==> src/rtl/ivt_pkg.sv <==
package ivt_pkg;
  // word index = byte offset >> 2
  localparam int unsigned IDX_STATUS = 0;
  localparam int unsigned IDX_CTRL   = 1;
  localparam int unsigned IDX_PER    = 2;
  localparam int unsigned IDX_SNAP   = 4;

  localparam int unsigned C_IEN   = 0;
  localparam int unsigned C_AUTO  = 1;
  localparam int unsigned C_GO    = 2;
  localparam int unsigned C_HALT  = 3;

  localparam int unsigned S_TO  = 0;
  localparam int unsigned S_RUN = 1;

  typedef struct packed {
    logic auto_rl;
    logic ien;
  } ctrl_t;
endpackage

==> src/rtl/ivt_regs.sv <==
module ivt_regs
  import ivt_pkg::*;
#(
  parameter int unsigned REG_W  = 16,
  parameter int unsigned CNT_W  = 32,
  parameter int unsigned ADDR_W = 5
) (
  input  logic              clk_i,
  input  logic              rst_ni,
  input  logic              sel_i,
  input  logic              we_i,
  input  logic [ADDR_W-1:0] addr_i,
  input  logic [REG_W-1:0]  wdata_i,
  input  logic              run_i,
  input  logic              to_i,
  input  logic [CNT_W-1:0]  snap_i,
  output logic [REG_W-1:0]  rdata_o,
  output ctrl_t             ctrl_o,
  output logic [CNT_W-1:0]  period_o,
  output logic [CNT_W-1:0]  period_nxt_o,
  output logic              wr_status_o,
  output logic              wr_period_o,
  output logic              go_o,
  output logic              halt_o,
  output logic              capture_o
);
  localparam int unsigned NHALF = CNT_W / REG_W;
  localparam int unsigned IDX_W = ADDR_W - 2;

  logic [IDX_W-1:0] idx;
  logic             wr, wr_ctrl;
  logic [NHALF-1:0] per_hit;
  logic [REG_W-1:0] per_rd  [NHALF];
  logic [REG_W-1:0] snap_rd [NHALF];
  ctrl_t            ctrl_q;

  assign idx         = addr_i[ADDR_W-1:2];
  assign wr          = sel_i & we_i;
  assign wr_ctrl     = wr && (idx == IDX_W'(IDX_CTRL));
  assign wr_status_o = wr && (idx == IDX_W'(IDX_STATUS));
  assign capture_o   = wr && (idx == IDX_W'(IDX_SNAP));
  assign go_o        = wr_ctrl & wdata_i[C_GO];
  assign halt_o      = wr_ctrl & wdata_i[C_HALT];
  assign wr_period_o = |per_hit;
  assign ctrl_o      = ctrl_q;

  for (genvar i = 0; i < NHALF; i++) begin : g_half
    logic [REG_W-1:0] per_q;
    assign per_hit[i] = wr && (idx == IDX_W'(IDX_PER + i));
    always_ff @(posedge clk_i or negedge rst_ni) begin
      if (!rst_ni)         per_q <= '1;
      else if (per_hit[i]) per_q <= wdata_i;
    end
    assign per_rd[i]                          = per_q;
    assign snap_rd[i]                         = snap_i[i*REG_W +: REG_W];
    assign period_o[i*REG_W +: REG_W]         = per_q;
    assign period_nxt_o[i*REG_W +: REG_W]     = per_hit[i] ? wdata_i : per_q;
  end

  always_ff @(posedge clk_i or negedge rst_ni) begin
    if (!rst_ni) begin
      ctrl_q <= '0;
    end else if (wr_ctrl) begin
      ctrl_q.ien     <= wdata_i[C_IEN];
      ctrl_q.auto_rl <= wdata_i[C_AUTO];
    end
  end

  always_comb begin
    rdata_o = '0;
    if (idx == IDX_W'(IDX_STATUS)) begin
      rdata_o[S_TO]  = to_i;
      rdata_o[S_RUN] = run_i;
    end
    if (idx == IDX_W'(IDX_CTRL)) begin
      rdata_o[C_IEN]  = ctrl_q.ien;
      rdata_o[C_AUTO] = ctrl_q.auto_rl;
    end
    for (int i = 0; i < NHALF; i++) begin
      if (idx == IDX_W'(IDX_PER + i))  rdata_o = per_rd[i];
      if (idx == IDX_W'(IDX_SNAP + i)) rdata_o = snap_rd[i];
    end
  end
endmodule

==> src/rtl/ivt_count.sv <==
module ivt_count #(
  parameter int unsigned CNT_W = 32
) (
  input  logic             clk_i,
  input  logic             rst_ni,
  input  logic [CNT_W-1:0] period_i,
  input  logic [CNT_W-1:0] period_nxt_i,
  input  logic             auto_rl_i,
  input  logic             go_i,
  input  logic             halt_i,
  input  logic             wr_period_i,
  input  logic             clr_to_i,
  output logic [CNT_W-1:0] cnt_o,
  output logic             run_o,
  output logic             to_o
);
  logic [CNT_W-1:0] cnt_q;
  logic             run_q, to_q, fire;

  // a command on the same edge pre-empts the timeout
  assign fire = run_q && (cnt_q == '0) && !wr_period_i && !halt_i && !go_i;

  always_ff @(posedge clk_i or negedge rst_ni) begin
    if (!rst_ni) begin
      cnt_q <= '1;
      run_q <= 1'b0;
    end else if (wr_period_i) begin
      cnt_q <= period_nxt_i;
      run_q <= 1'b0;
    end else if (halt_i) begin
      run_q <= 1'b0;
    end else if (go_i) begin
      run_q <= 1'b1;
    end else if (fire) begin
      cnt_q <= period_i;
      run_q <= auto_rl_i;
    end else if (run_q) begin
      cnt_q <= cnt_q - 1'b1;
    end
  end

  // a new timeout beats a clear on the same edge
  always_ff @(posedge clk_i or negedge rst_ni) begin
    if (!rst_ni)       to_q <= 1'b0;
    else if (fire)     to_q <= 1'b1;
    else if (clr_to_i) to_q <= 1'b0;
  end

  assign cnt_o = cnt_q;
  assign run_o = run_q;
  assign to_o  = to_q;
endmodule

==> src/rtl/ivt_snap.sv <==
module ivt_snap #(
  parameter int unsigned CNT_W = 32
) (
  input  logic             clk_i,
  input  logic             rst_ni,
  input  logic             capture_i,
  input  logic [CNT_W-1:0] cnt_i,
  output logic [CNT_W-1:0] snap_o
);
  always_ff @(posedge clk_i or negedge rst_ni) begin
    if (!rst_ni)        snap_o <= '1;
    else if (capture_i) snap_o <= cnt_i;
  end
endmodule

==> src/rtl/ivt_top.sv <==
module ivt_top
  import ivt_pkg::*;
#(
  parameter int unsigned REG_W  = 16,
  parameter int unsigned CNT_W  = 2 * REG_W,
  parameter int unsigned ADDR_W = 5
) (
  input  logic              clk_i,
  input  logic              rst_ni,
  input  logic              bus_sel_i,
  input  logic              bus_we_i,
  input  logic [ADDR_W-1:0] bus_addr_i,
  input  logic [REG_W-1:0]  bus_wdata_i,
  output logic [REG_W-1:0]  bus_rdata_o,
  output logic              irq_o
);
  ctrl_t            ctrl_q;
  logic [CNT_W-1:0] period_q, period_nxt, cnt_q, snap_q;
  logic             run_q, to_q;
  logic             wr_status, wr_period, go, halt, capture;

  ivt_regs #(.REG_W(REG_W), .CNT_W(CNT_W), .ADDR_W(ADDR_W)) u_regs (
    .clk_i        (clk_i),
    .rst_ni       (rst_ni),
    .sel_i        (bus_sel_i),
    .we_i         (bus_we_i),
    .addr_i       (bus_addr_i),
    .wdata_i      (bus_wdata_i),
    .run_i        (run_q),
    .to_i         (to_q),
    .snap_i       (snap_q),
    .rdata_o      (bus_rdata_o),
    .ctrl_o       (ctrl_q),
    .period_o     (period_q),
    .period_nxt_o (period_nxt),
    .wr_status_o  (wr_status),
    .wr_period_o  (wr_period),
    .go_o         (go),
    .halt_o       (halt),
    .capture_o    (capture)
  );

  ivt_count #(.CNT_W(CNT_W)) u_count (
    .clk_i        (clk_i),
    .rst_ni       (rst_ni),
    .period_i     (period_q),
    .period_nxt_i (period_nxt),
    .auto_rl_i    (ctrl_q.auto_rl),
    .go_i         (go),
    .halt_i       (halt),
    .wr_period_i  (wr_period),
    .clr_to_i     (wr_status),
    .cnt_o        (cnt_q),
    .run_o        (run_q),
    .to_o         (to_q)
  );

  ivt_snap #(.CNT_W(CNT_W)) u_snap (
    .clk_i     (clk_i),
    .rst_ni    (rst_ni),
    .capture_i (capture),
    .cnt_i     (cnt_q),
    .snap_o    (snap_q)
  );

  assign irq_o = to_q & ctrl_q.ien;
endmodule

==> config.mk <==
export PLATFORM = sky130hd
export DESIGN_NAME = ivt_top
export DESIGN_NICKNAME = d
export VERILOG_FILES = /design/src/rtl/ivt_pkg.sv /design/src/rtl/ivt_regs.sv /design/src/rtl/ivt_count.sv /design/src/rtl/ivt_snap.sv /design/src/rtl/ivt_top.sv
export SDC_FILE = /design/constraint.sdc
export NUM_CORES = 1
export LEC_CHECK = 0
export ABC_AREA = 1
export CAP_MARGIN = 20
export CELL_PAD_IN_SITES_DETAIL_PLACEMENT = 0
export CELL_PAD_IN_SITES_GLOBAL_PLACEMENT = 1
export CORE_MARGIN = 5
export CORE_UTILIZATION = 25
export CTS_BUF_LIST = sky130_fd_sc_hd__clkbuf_4
export CTS_CLUSTER_DIAMETER = 80
export CTS_CLUSTER_SIZE = 20
export DETAILED_ROUTE_END_ITERATION = 16
export DONT_BUFFER_PORTS = 1
export GPL_ROUTABILITY_DRIVEN = 0
export GPL_TIMING_DRIVEN = 0
export PLACE_DENSITY = 0.48
export SYNTH_ARGS = -nofsm -noshare
export SYNTH_HDL_FRONTEND = slang
export SYNTH_SLANG_ARGS = --single-unit
==> constraint.sdc <==
create_clock -name clk_i -period 3.3 [get_ports clk_i]
set_input_delay 0.33 -clock clk_i [delete_from_list [all_inputs] [get_ports clk_i]]
set_output_delay 0.33 -clock clk_i [all_outputs]
set_load 0.01 [all_outputs]
Word-level counts from Yosys, hierarchy flattened
Index checks and enable logic that the tools add are counted.
Cells by class
  add/sub/neg operators: 1
  equal/unequal tests: 7
  mux-type cells: 19
  bitwise operators: 4
  reductions and logical operators: 19
Operators with widths (count)
  2-to-1 mux 32 bit: 5
  2-to-1 mux 16 bit: 6
  zero test 32 bit: 1
  subtractor 32 x 1 -> 32 bit (second input constant): 1
  logical AND 1 bit: 9
  equality test 3 x 2 -> 1 bit (second input constant): 2
  equality test 3 bit (second input constant): 2
  2-to-1 mux 1 bit: 6
  bitwise AND 1 bit: 4
  2-to-1 mux 2 bit: 2
  != test 2 bit (second input constant): 2
  nonzero test 4 bit: 1
  equality test 3 x 1 -> 1 bit (second input constant): 1
  zero test 1 bit: 3
  zero test 3 bit: 1
  AND reduction 3 bit: 1
  nonzero test 3 bit: 1
  nonzero test 2 bit: 1
  OR reduction 2 bit: 1
Storage, ports and cells
  flip-flop bits (word level): 100
  output and inout bits: 17

Logic depth before layout (Yosys ltp)
Gate-level depths: netlist of the first run.
  word-level depth: 11
  gate-level depth with buffers: 12

Modules after synthesis
Synthesis of the first run repeated with hierarchy kept, for this count alone.
Unflattened totals
  cell total of the unflattened synthesis: 903
  area total of the unflattened synthesis: 6377.4 µm²
Modules (own cells, without submodules)
  ivt_count: instances 1, cells each 526, area each 3109.2 µm², seq. area each 890.9 µm²
  ivt_regs: instances 1, cells each 239, area each 1928.1 µm², seq. area each 890.9 µm²
  ivt_snap: instances 1, cells each 136, area each 1332.5 µm², seq. area each 840.8 µm²
  ivt_top: instances 1, cells each 2, area each 7.5 µm², seq. area each 0.0 µm²

Least setup slack after synthesis of the first run
Ideal clock, no wire load.
  path kind: flip-flop to flip-flop
  start point: reg u_count.cnt_q[0], in the netlist u_count.cnt_o[0]
  end point: reg u_count.cnt_q[31], in the netlist u_count.cnt_o[31]
  setup time: 81 ps
  data arrival time: 1603 ps
  required time: 3219 ps
  slack: 1616 ps
  stages on the path, launching flop included: 12
  path buffers: 1
  period minus slack after synthesis: 1684 ps
  path through: dfstp_2 > inv_1 > ha_1 > nand2_2 > nor2_4 > nand3_4 > nor2_8 > nand2_4 > buf_6 > nand2_1 > o21ai_0 > nand2_1
Between the ends
  word-level cells in the longest chain between the ends: 9
Ends and longest elaborated chain
  start, declared: RTL line ivt_count.sv:17  | logic [CNT_W-1:0] cnt_q;
  start signal, assigned: RTL line ivt_count.sv:28  | cnt_q <= period_nxt_i;
  start signal, assigned: RTL line ivt_count.sv:35  | cnt_q <= period_i;
  start signal, assigned: RTL line ivt_count.sv:38  | cnt_q <= cnt_q - 1'b1;
  branches (longest 9 deep; another with subtractor 32 x 1 -> 32 bit)
Parallel ways; which one is timed is not known. The select of a mux whose other input is x is not followed.
A chain may end at the register's enable or synchronous reset.

Final worst setup path of the first run
  start point: in bus_addr_i[3]
  end point: out bus_rdata_o[5]
Between the ends
  word-level cells in the longest chain between the ends: 5
Ends and longest elaborated chain
  start, declared: RTL line ivt_top.sv:12  | input logic [ADDR_W-1:0] bus_addr_i,
  equality test 3 x 2 -> 1 bit: RTL line ivt_regs.sv:80  | if (idx == IDX_W'(IDX_PER + i)) rdata_o = per_rd[i];
  2-to-1 mux 16 bit: RTL line ivt_regs.sv:80
  2-to-1 mux 16 bit: RTL line ivt_regs.sv:81  | if (idx == IDX_W'(IDX_SNAP + i)) rdata_o = snap_rd[i];
  2-to-1 mux 16 bit: RTL line ivt_regs.sv:80
  2-to-1 mux 16 bit (*): RTL line ivt_regs.sv:81
  end, declared: RTL line ivt_top.sv:14  | output logic [REG_W-1:0] bus_rdata_o,
Mark *: on every way between the ends. The rest lies on a longest branch, timed or not.

==> flow_summary.ini, run 1 <==
[run_status]
run_status = completed

[route]
tritonroute_pass_1_iters = 5
route.antenna.remaining_nets = 0
wirelength_mm = 24.63
drt_iter0_markers = 342
remaining_drc_errors = 0
detailroute.via_count = 5409
drt-wirelength-per-cell_um = 21.72
detail_route.vias_per_cell = 4.770

[final_layout]
final_cell_area_um2 = 6561
multiInputGateArea_um2 = 2723
fillers = 2622
share_of_layout_cells_above_drive_strength_1_pct = 20.27
final-instance-count-excl-fill = 1134
number_of_nets_at_the_end_of_the_flow = 835
final-seq-area_um2 = 2623
syn_to_final_growth_pct = 12.08

[critical_path]
worst_path_most_repeated_cell = sky130_fd_sc_hd__nand2_1
startpoint_type = input port
cp_data_required_time_ps = 2970
cp_max_fo = 10
setup.worst_path.class = in -> out
crit_path_cell_trace = inv_1 -> nand2_1 -> nor2_1 -> clkbuf_1 -> nand2_1 -> o2111ai_1
worst_r2r_endpoint = u_count.cnt_o[1]
worst_setup_path_startpoint = bus_addr_i[3]
worst-r2r-cell-count = 12
critical_path.slowest_cell = sky130_fd_sc_hd__clkbuf_1
worst_path_largest_cell_delay_ps = 700
cp-end-kind = output port
cp.arrival_ps = 2170
r2r_setup_slack_ps = 940
regToRegStartpoint = u_count.cnt_o[0]

[yosys]
number_of_warnings_issued_by_yosys = 0
syn_avg_cell_area_um2 = 7.506
yosys.cell_types.count = 37
synth_flop_cell = sky130_fd_sc_hd__dfstp_2
synth.ff_latch_count = 100
number_of_flops_mapped_to_enable_cells_by_yosys = 0
syn-cell-area_um2 = 5854
syn_inst = 780
synth_nets = 806
synth.yosys.seq_area_share_pct = 44.80
postSynth.asyncResetShare_pct = 100.0

[die]
i_o_pin_count = 42
die_h_um = 163.0
row_count = 56
fp.coreArea_um2 = 23260
die-area_um2 = 26580
initial_utilization_pct = 25.17
dieWidth_um = 163.0

[worst_hold_path]
hold_start = bus_wdata_i[7]
timing.hold.worst_endpoint = u_regs.g_half[1].per_q[7]
hold-path-cell-count = 2
hold_path_class = in -> reg

[sta]
clock-skew-final_ps = 26.43
period_minus_ws_final_ps = 2498
maxSlewViolCount = 0
maxClockFrequency_mhz = 400.4
grt_setup_unrepaired = no
relSlewSlack_pct = 37.73
setup-violations-final = 0
tightestPinTransition_ps = 934.1
setup_tns_ps = 0
min_period_over_period_pct = 75.69
final_hold_viol_count = 0

[clock_tree]
clkTransAtPathRegs_ps = 150
cts_num_sinks = 100
clk-insertion-delay-late_ps = 510
clock_tree.root_cell = sky130_fd_sc_hd__clkbuf_4
tritoncts = yes
h-tree-depth = 3
cts.repair_timing.setup_buffer_count = 0
clock_tree.buffer_depth = 2
tritoncts.num_buffers = 9

[grt]
number_of_global_route_vias_before_repair = 5602
grt_antenna_before_repair = 1
largest_net_degree_at_the_start_of_global_routing = 101
grt_pass1_wl_mm = 36.28
globalRouteOverflowTotal = 0
grtUsageTotal_pct = 18.87

[placed_design]
placed_area_um2 = 6254
place_hpwl_mm = 17.50
place_inst = 1099
port-buffer-count = 0

[pwr]
total_power_mw = 4.594
vdd.ir_drop.worst_mv = 0.2568
leakage_power_summed_over_all_cells_nw = 2.847
power_density_nw_per_um2 = 700.2

[run]
max_cap_viol_count = 0
cells in the final DEF, fill, tap and decap left out, types with 5 or more instances in the layout:
cell type | netlist | final
sky130_fd_sc_hd__dfstp_2 | 96 | 96
sky130_fd_sc_hd__nor2_1 | 84 | 84
sky130_fd_sc_hd__o21ai_0 | 52 | 52
sky130_fd_sc_hd__clkbuf_1 | 8 | 8
sky130_fd_sc_hd__mux2_2 | 11 | 11
sky130_fd_sc_hd__inv_1 | 85 | 85
sky130_fd_sc_hd__nand4_1 | 6 | 6
sky130_fd_sc_hd__nor2_2 | 6 | 6
sky130_fd_sc_hd__o21ai_1 | 5 | 5
sky130_fd_sc_hd__dlygate4sd3_1 | 0 | 17
sky130_fd_sc_hd__nand2_1 | 243 | 243
sky130_fd_sc_hd__o2111ai_1 | 14 | 14
sky130_fd_sc_hd__nand3_1 | 67 | 67
sky130_fd_sc_hd__xor2_1 | 20 | 20
sky130_fd_sc_hd__buf_2 | 11 | 11
sky130_fd_sc_hd__a21oi_1 | 26 | 26
sky130_fd_sc_hd__clkbuf_4 | 0 | 10
stage by stage:
stage,hold slack [ps],utilization [%],worst slack [ps]
floorplan,34.41,-,1616
global placement,41.17,26.88,805.8
detailed placement,40.29,26.88,802.7
CTS,36.49,28.19,875.2
global route,64.28,28.21,703.1
finish,55.43,28.21,802.2
sequential cells by signal, summed over array words and instances, names as in the netlist:
signal and count:
u_count.cnt_o 32, u_regs.ctrl_o 2, u_snap.snap_o 32, u_count.to_o 1
u_regs.g_half.per_q 32, u_count.run_o 1
final cells by class:
| type | count | share of cell area [%] |
|---|---|---|
| antenna | 1 | 0.03814 |
| buffer | 29 | 2.555 |
| clock buffer | 10 | 1.144 |
| clock inverter | 6 | 0.4958 |
| inverter | 91 | 5.206 |
| multi-input combinational | 560 | 41.50 |
| sequential | 100 | 39.97 |
| tap | 319 | 6.083 |
| timing repair buffer | 18 | 3.013 |
per-layer routing:
metal	vias to the layer above	global-route usage (%)	wire length [um]
met2	127	30.55	11400
met5	-	0	0
met3	42	2.877	909
li1	2560	-	-
met4	0	7.472	769
met1	2680	25.37	11550
critical path: cells and delay by family:
kind | cells | cell delay, ps
AO/OA/AOI/OAI | 1 | 220
buffers and inverters | 2 | 730
AND/OR/NAND/NOR | 3 | 880
where the power goes:
group,switching [mW],leakage [nW],internal [mW]
combinational,1.04,1.73,0.552
clock,0.471,0.0573,0.156
sequential,0.420,1.06,1.96
total,1.93,2.85,2.67
worst max-delay path by stage:
stage                        end  slack (ps)
2_1_floorplan  u_count.cnt_o[31]        1620
3_3_place_gp   u_count.cnt_o[20]         810
3_5_place_dp   u_count.cnt_o[25]         800
4_1_cts           bus_rdata_o[5]         880
5_1_grt           bus_rdata_o[4]         700
6_report          bus_rdata_o[5]         800
synthesized netlist by cell type (5+ instances only):
| library cell | count | area share, % |
|---|---|---|
| sky130_fd_sc_hd__nand2_1 | 243 | 16 |
| sky130_fd_sc_hd__dfstp_2 | 96 | 43 |
| sky130_fd_sc_hd__inv_1 | 85 | 5.4 |
| sky130_fd_sc_hd__nor2_1 | 84 | 5.4 |
| sky130_fd_sc_hd__nand3_1 | 67 | 5.7 |
| sky130_fd_sc_hd__o21ai_0 | 52 | 4.4 |
| sky130_fd_sc_hd__a21oi_1 | 26 | 2.2 |
| sky130_fd_sc_hd__xor2_1 | 20 | 3.0 |
| sky130_fd_sc_hd__o2111ai_1 | 14 | 2.1 |
| sky130_fd_sc_hd__buf_2 | 11 | 0.94 |
| sky130_fd_sc_hd__mux2_2 | 11 | 2.1 |
| sky130_fd_sc_hd__clkbuf_1 | 8 | 0.51 |
| sky130_fd_sc_hd__nand4_1 | 6 | 0.64 |
| sky130_fd_sc_hd__nor2_2 | 6 | 0.64 |
| sky130_fd_sc_hd__o21ai_1 | 5 | 0.43 |
logic make-up after synthesis:
group / Yosys count / synth area share, %
and+or+nand+nor: 423 / 30.86
buffers and inverters: 120 / 8.698
AOI/OAI and AO/OA: 104 / 10.17
DFF: 100 / 44.80
xor gates and xnor gates: 21 / 3.142
muxes: 11 / 2.116
adders and majority gates: 1 / 0.2137
repair_timing:
action                                 CTS  global route
endpoints found under the hold margin  131             0
hold buffers                            18             0
gates resized for setup                  0             0
setup endpoints to repair                0             0
No activity file was read; power rests on OpenSTA's default activity.
==> inputs of run 2 (changes only) <==
==> constraint.sdc (replaced) <==
create_clock -name clk_i -period 2.57 [get_ports clk_i]
set_input_delay 0.257 -clock clk_i [delete_from_list [all_inputs] [get_ports clk_i]]
set_output_delay 0.257 -clock clk_i [all_outputs]
set_load 0.01 [all_outputs]
==> run 2 against run 1 <==
Global-route usage barely moved. Clock skew is 1.3 ps higher. Register-to-register slack worse by 730 ps. Critical path depth increased by 5. Sequential power is 29% higher. Die area stayed put. Clock-buffer cell count is the same. Clock power grew 28%. Critical endpoint is now u_count.cnt_o[25]. Largest cell class unchanged. Largest power group unchanged.
==> flow_summary.ini, run 2 (same netlist as run 1, synthesis figures left out) <==
[die]
die-area_um2 = 26580
die_h_um = 163.0
row_count = 56
fp.coreArea_um2 = 23260
dieWidth_um = 163.0
i_o_pin_count = 42
initial_utilization_pct = 25.17

[final_layout]
top_library_cells_by_usage_in_the_layout_fill_and_taps_aside = sky130_fd_sc_hd__nand2_1 (243), sky130_fd_sc_hd__dfstp_2 (96), sky130_fd_sc_hd__inv_1 (85), sky130_fd_sc_hd__nor2_1 (84), sky130_fd_sc_hd__nand3_1 (67)
fillers = 2623
syn_to_final_growth_pct = 12.42
share_of_layout_cells_above_drive_strength_1_pct = 20.22
mostFrequentLayoutCell = sky130_fd_sc_hd__nand2_1
number_of_nets_at_the_end_of_the_flow = 837
postLayoutCoreUtil_pct = 28.29

[grt]
globalRouteOverflowTotal = 0
number_of_global_route_vias_before_repair = 5612
grt_pass1_wl_mm = 36.32
grt_antenna_before_repair = 1
largest_net_degree_at_the_start_of_global_routing = 101
grtUsageTotal_pct = 18.88

[route]
route.antenna.remaining_nets = 0
wirelength_mm = 24.61
detailroute.via_count = 5426
drt-wirelength-per-cell_um = 21.66
remaining_drc_errors = 0
tritonroute_pass_1_iters = 7
detail_route.vias_per_cell = 4.776
drt_iter0_markers = 347

[critical_path]
cp.depth = 11
worst_path_largest_cell_delay_ps = 520
r2r_setup_slack_ps = 210
cp.arrival_ps = 2890
worst_setup_path_startpoint = bus_we_i
critPathCapture = u_count.cnt_o[25]
cpLargestDelayFamily = buffers and inverters
worst_r2r_endpoint = u_count.cnt_o[28]
worstPathBufferInverterCount = 5
setup.worst_path.class = in -> reg
cp-end-kind = register
crit_path_cell_trace = dlygate4sd3_1 -> nand2_1 -> inv_2 -> nand3_1 -> clkinv_1 -> nor2_1 -> nor3_4 -> inv_2 -> buf_2 -> a21oi_1 -> nand2_1
regToRegStartpoint = u_count.cnt_o[0]
critical_path.slowest_cell = sky130_fd_sc_hd__dlygate4sd3_1
cp_max_fo = 10
startpoint_type = input port
worst-r2r-cell-count = 12
cp_data_required_time_ps = 3020

[clock_tree]
cts.repair_timing.setup_buffer_count = 0
clock_tree.root_cell = sky130_fd_sc_hd__clkbuf_4
tritoncts.num_buffers = 9
tritoncts = yes
h-tree-depth = 3
clock_tree.buffer_depth = 2
clkTransAtPathRegs_ps = 170
post_cts_hold_buffer_count = 20
post_cts_resize_count = 0
cts_num_sinks = 100
clk-insertion-delay-late_ps = 520

[sta]
maxSlewViolCount = 0
period_minus_ws_final_ps = 2438
worst_hold_slack_ps = 42.51
clock-skew-final_ps = 27.73
final_hold_viol_count = 0
tightestPinTransition_ps = 946.3
setup-violations-final = 0
postLayoutSetupSlackWorst_ps = 132.2
relSlewSlack_pct = 36.91
maxClockFrequency_mhz = 410.2
min_period_over_period_pct = 94.86

[placed_design]
place_hpwl_mm = 17.50
setup_slack_placement_ps = 145.7
port-buffer-count = 0

[pwr]
power_density_nw_per_um2 = 897.2
leakage_power_summed_over_all_cells_nw = 2.854
vdd.ir_drop.worst_mv = 0.3301

[worst_hold_path]
hold_path_class = in -> reg
hold_start = bus_addr_i[2]

[run]
max_cap_viol_count = 0

[run_status]
run_status = completed
## run 2: worst min path at each step
| stage | to | slack (ps) | depth (start not counted) |
|---|---|---|---|
| 2_1_floorplan | u_count.run_o | -40 | 0 |
| 3_3_place_gp | u_count.to_o | -30 | 0 |
| 3_5_place_dp | u_count.to_o | -30 | 0 |
| 4_1_cts | u_regs.g_half[0].per_q[2] | 20 | 2 |
| 5_1_grt | u_regs.g_half[0].per_q[2] | 20 | 2 |
| 6_report | u_regs.g_half[1].per_q[6] | 40 | 4 |
## run 2: worst reg2reg max path, stage by stage (launching register included)
cell,delay [ps]
sky130_fd_sc_hd__dfstp_2,420
sky130_fd_sc_hd__inv_1,100
sky130_fd_sc_hd__ha_1,300
sky130_fd_sc_hd__nand2_2,160
sky130_fd_sc_hd__nor2_4,250
sky130_fd_sc_hd__nand3_4,170
sky130_fd_sc_hd__nor2_8,220
sky130_fd_sc_hd__nand2_4,130
sky130_fd_sc_hd__inv_2,130
sky130_fd_sc_hd__buf_6,200
sky130_fd_sc_hd__nand2_1,100
sky130_fd_sc_hd__nand3_1,70
sky130_fd_sc_hd__nand2_1,50
## run 2: metrics by stage
| stage | total power [mW] | setup TNS (ps) | instance area [um^2] | cells |
|---|---|---|---|---|
| finish | 5.905 | 0 | 6581 | 1136 |
| global placement | 5.029 | 0 | 6254 | 1099 |
| CTS | 5.945 | 0 | 6579 | 1135 |
| floorplan | 4.366 | 0 | 5854 | 780 |
| detailed placement | 5.048 | 0 | 6254 | 1099 |
| global route | 6.350 | -2.978 | 6581 | 1136 |
## run 2: layout make-up
cell class / count / area, um^2 / share of cell area, %
Multi-Input combinational cell: 560 / 2723 / 41.37
Sequential cell: 100 / 2623 / 39.85
Tap cell: 319 / 399.1 / 6.065
Inverter: 91 / 341.6 / 5.190
Timing Repair Buffer: 20 / 217.7 / 3.308
Buffer: 29 / 167.7 / 2.548
Clock buffer: 10 / 75.07 / 1.141
Clock inverter: 6 / 32.53 / 0.4943
Antenna cell: 1 / 2.502 / 0.03802
## run 2: power breakdown
group / switching (mW) / internal (mW)
logic: 1.33 / 0.710
registers: 0.542 / 2.51
clock network: 0.605 / 0.200
total: 2.48 / 3.42
## run 2: layer usage
layer | vias up | track usage (%) | part of all wire [%]
met3 | 44 | 2.851 | 3.6
met5 | - | 0 | 0
met1 | 2686 | 25.41 | 47
met2 | 134 | 30.57 | 46
li1 | 2562 | - | -
met4 | 0 | 7.472 | 3.3
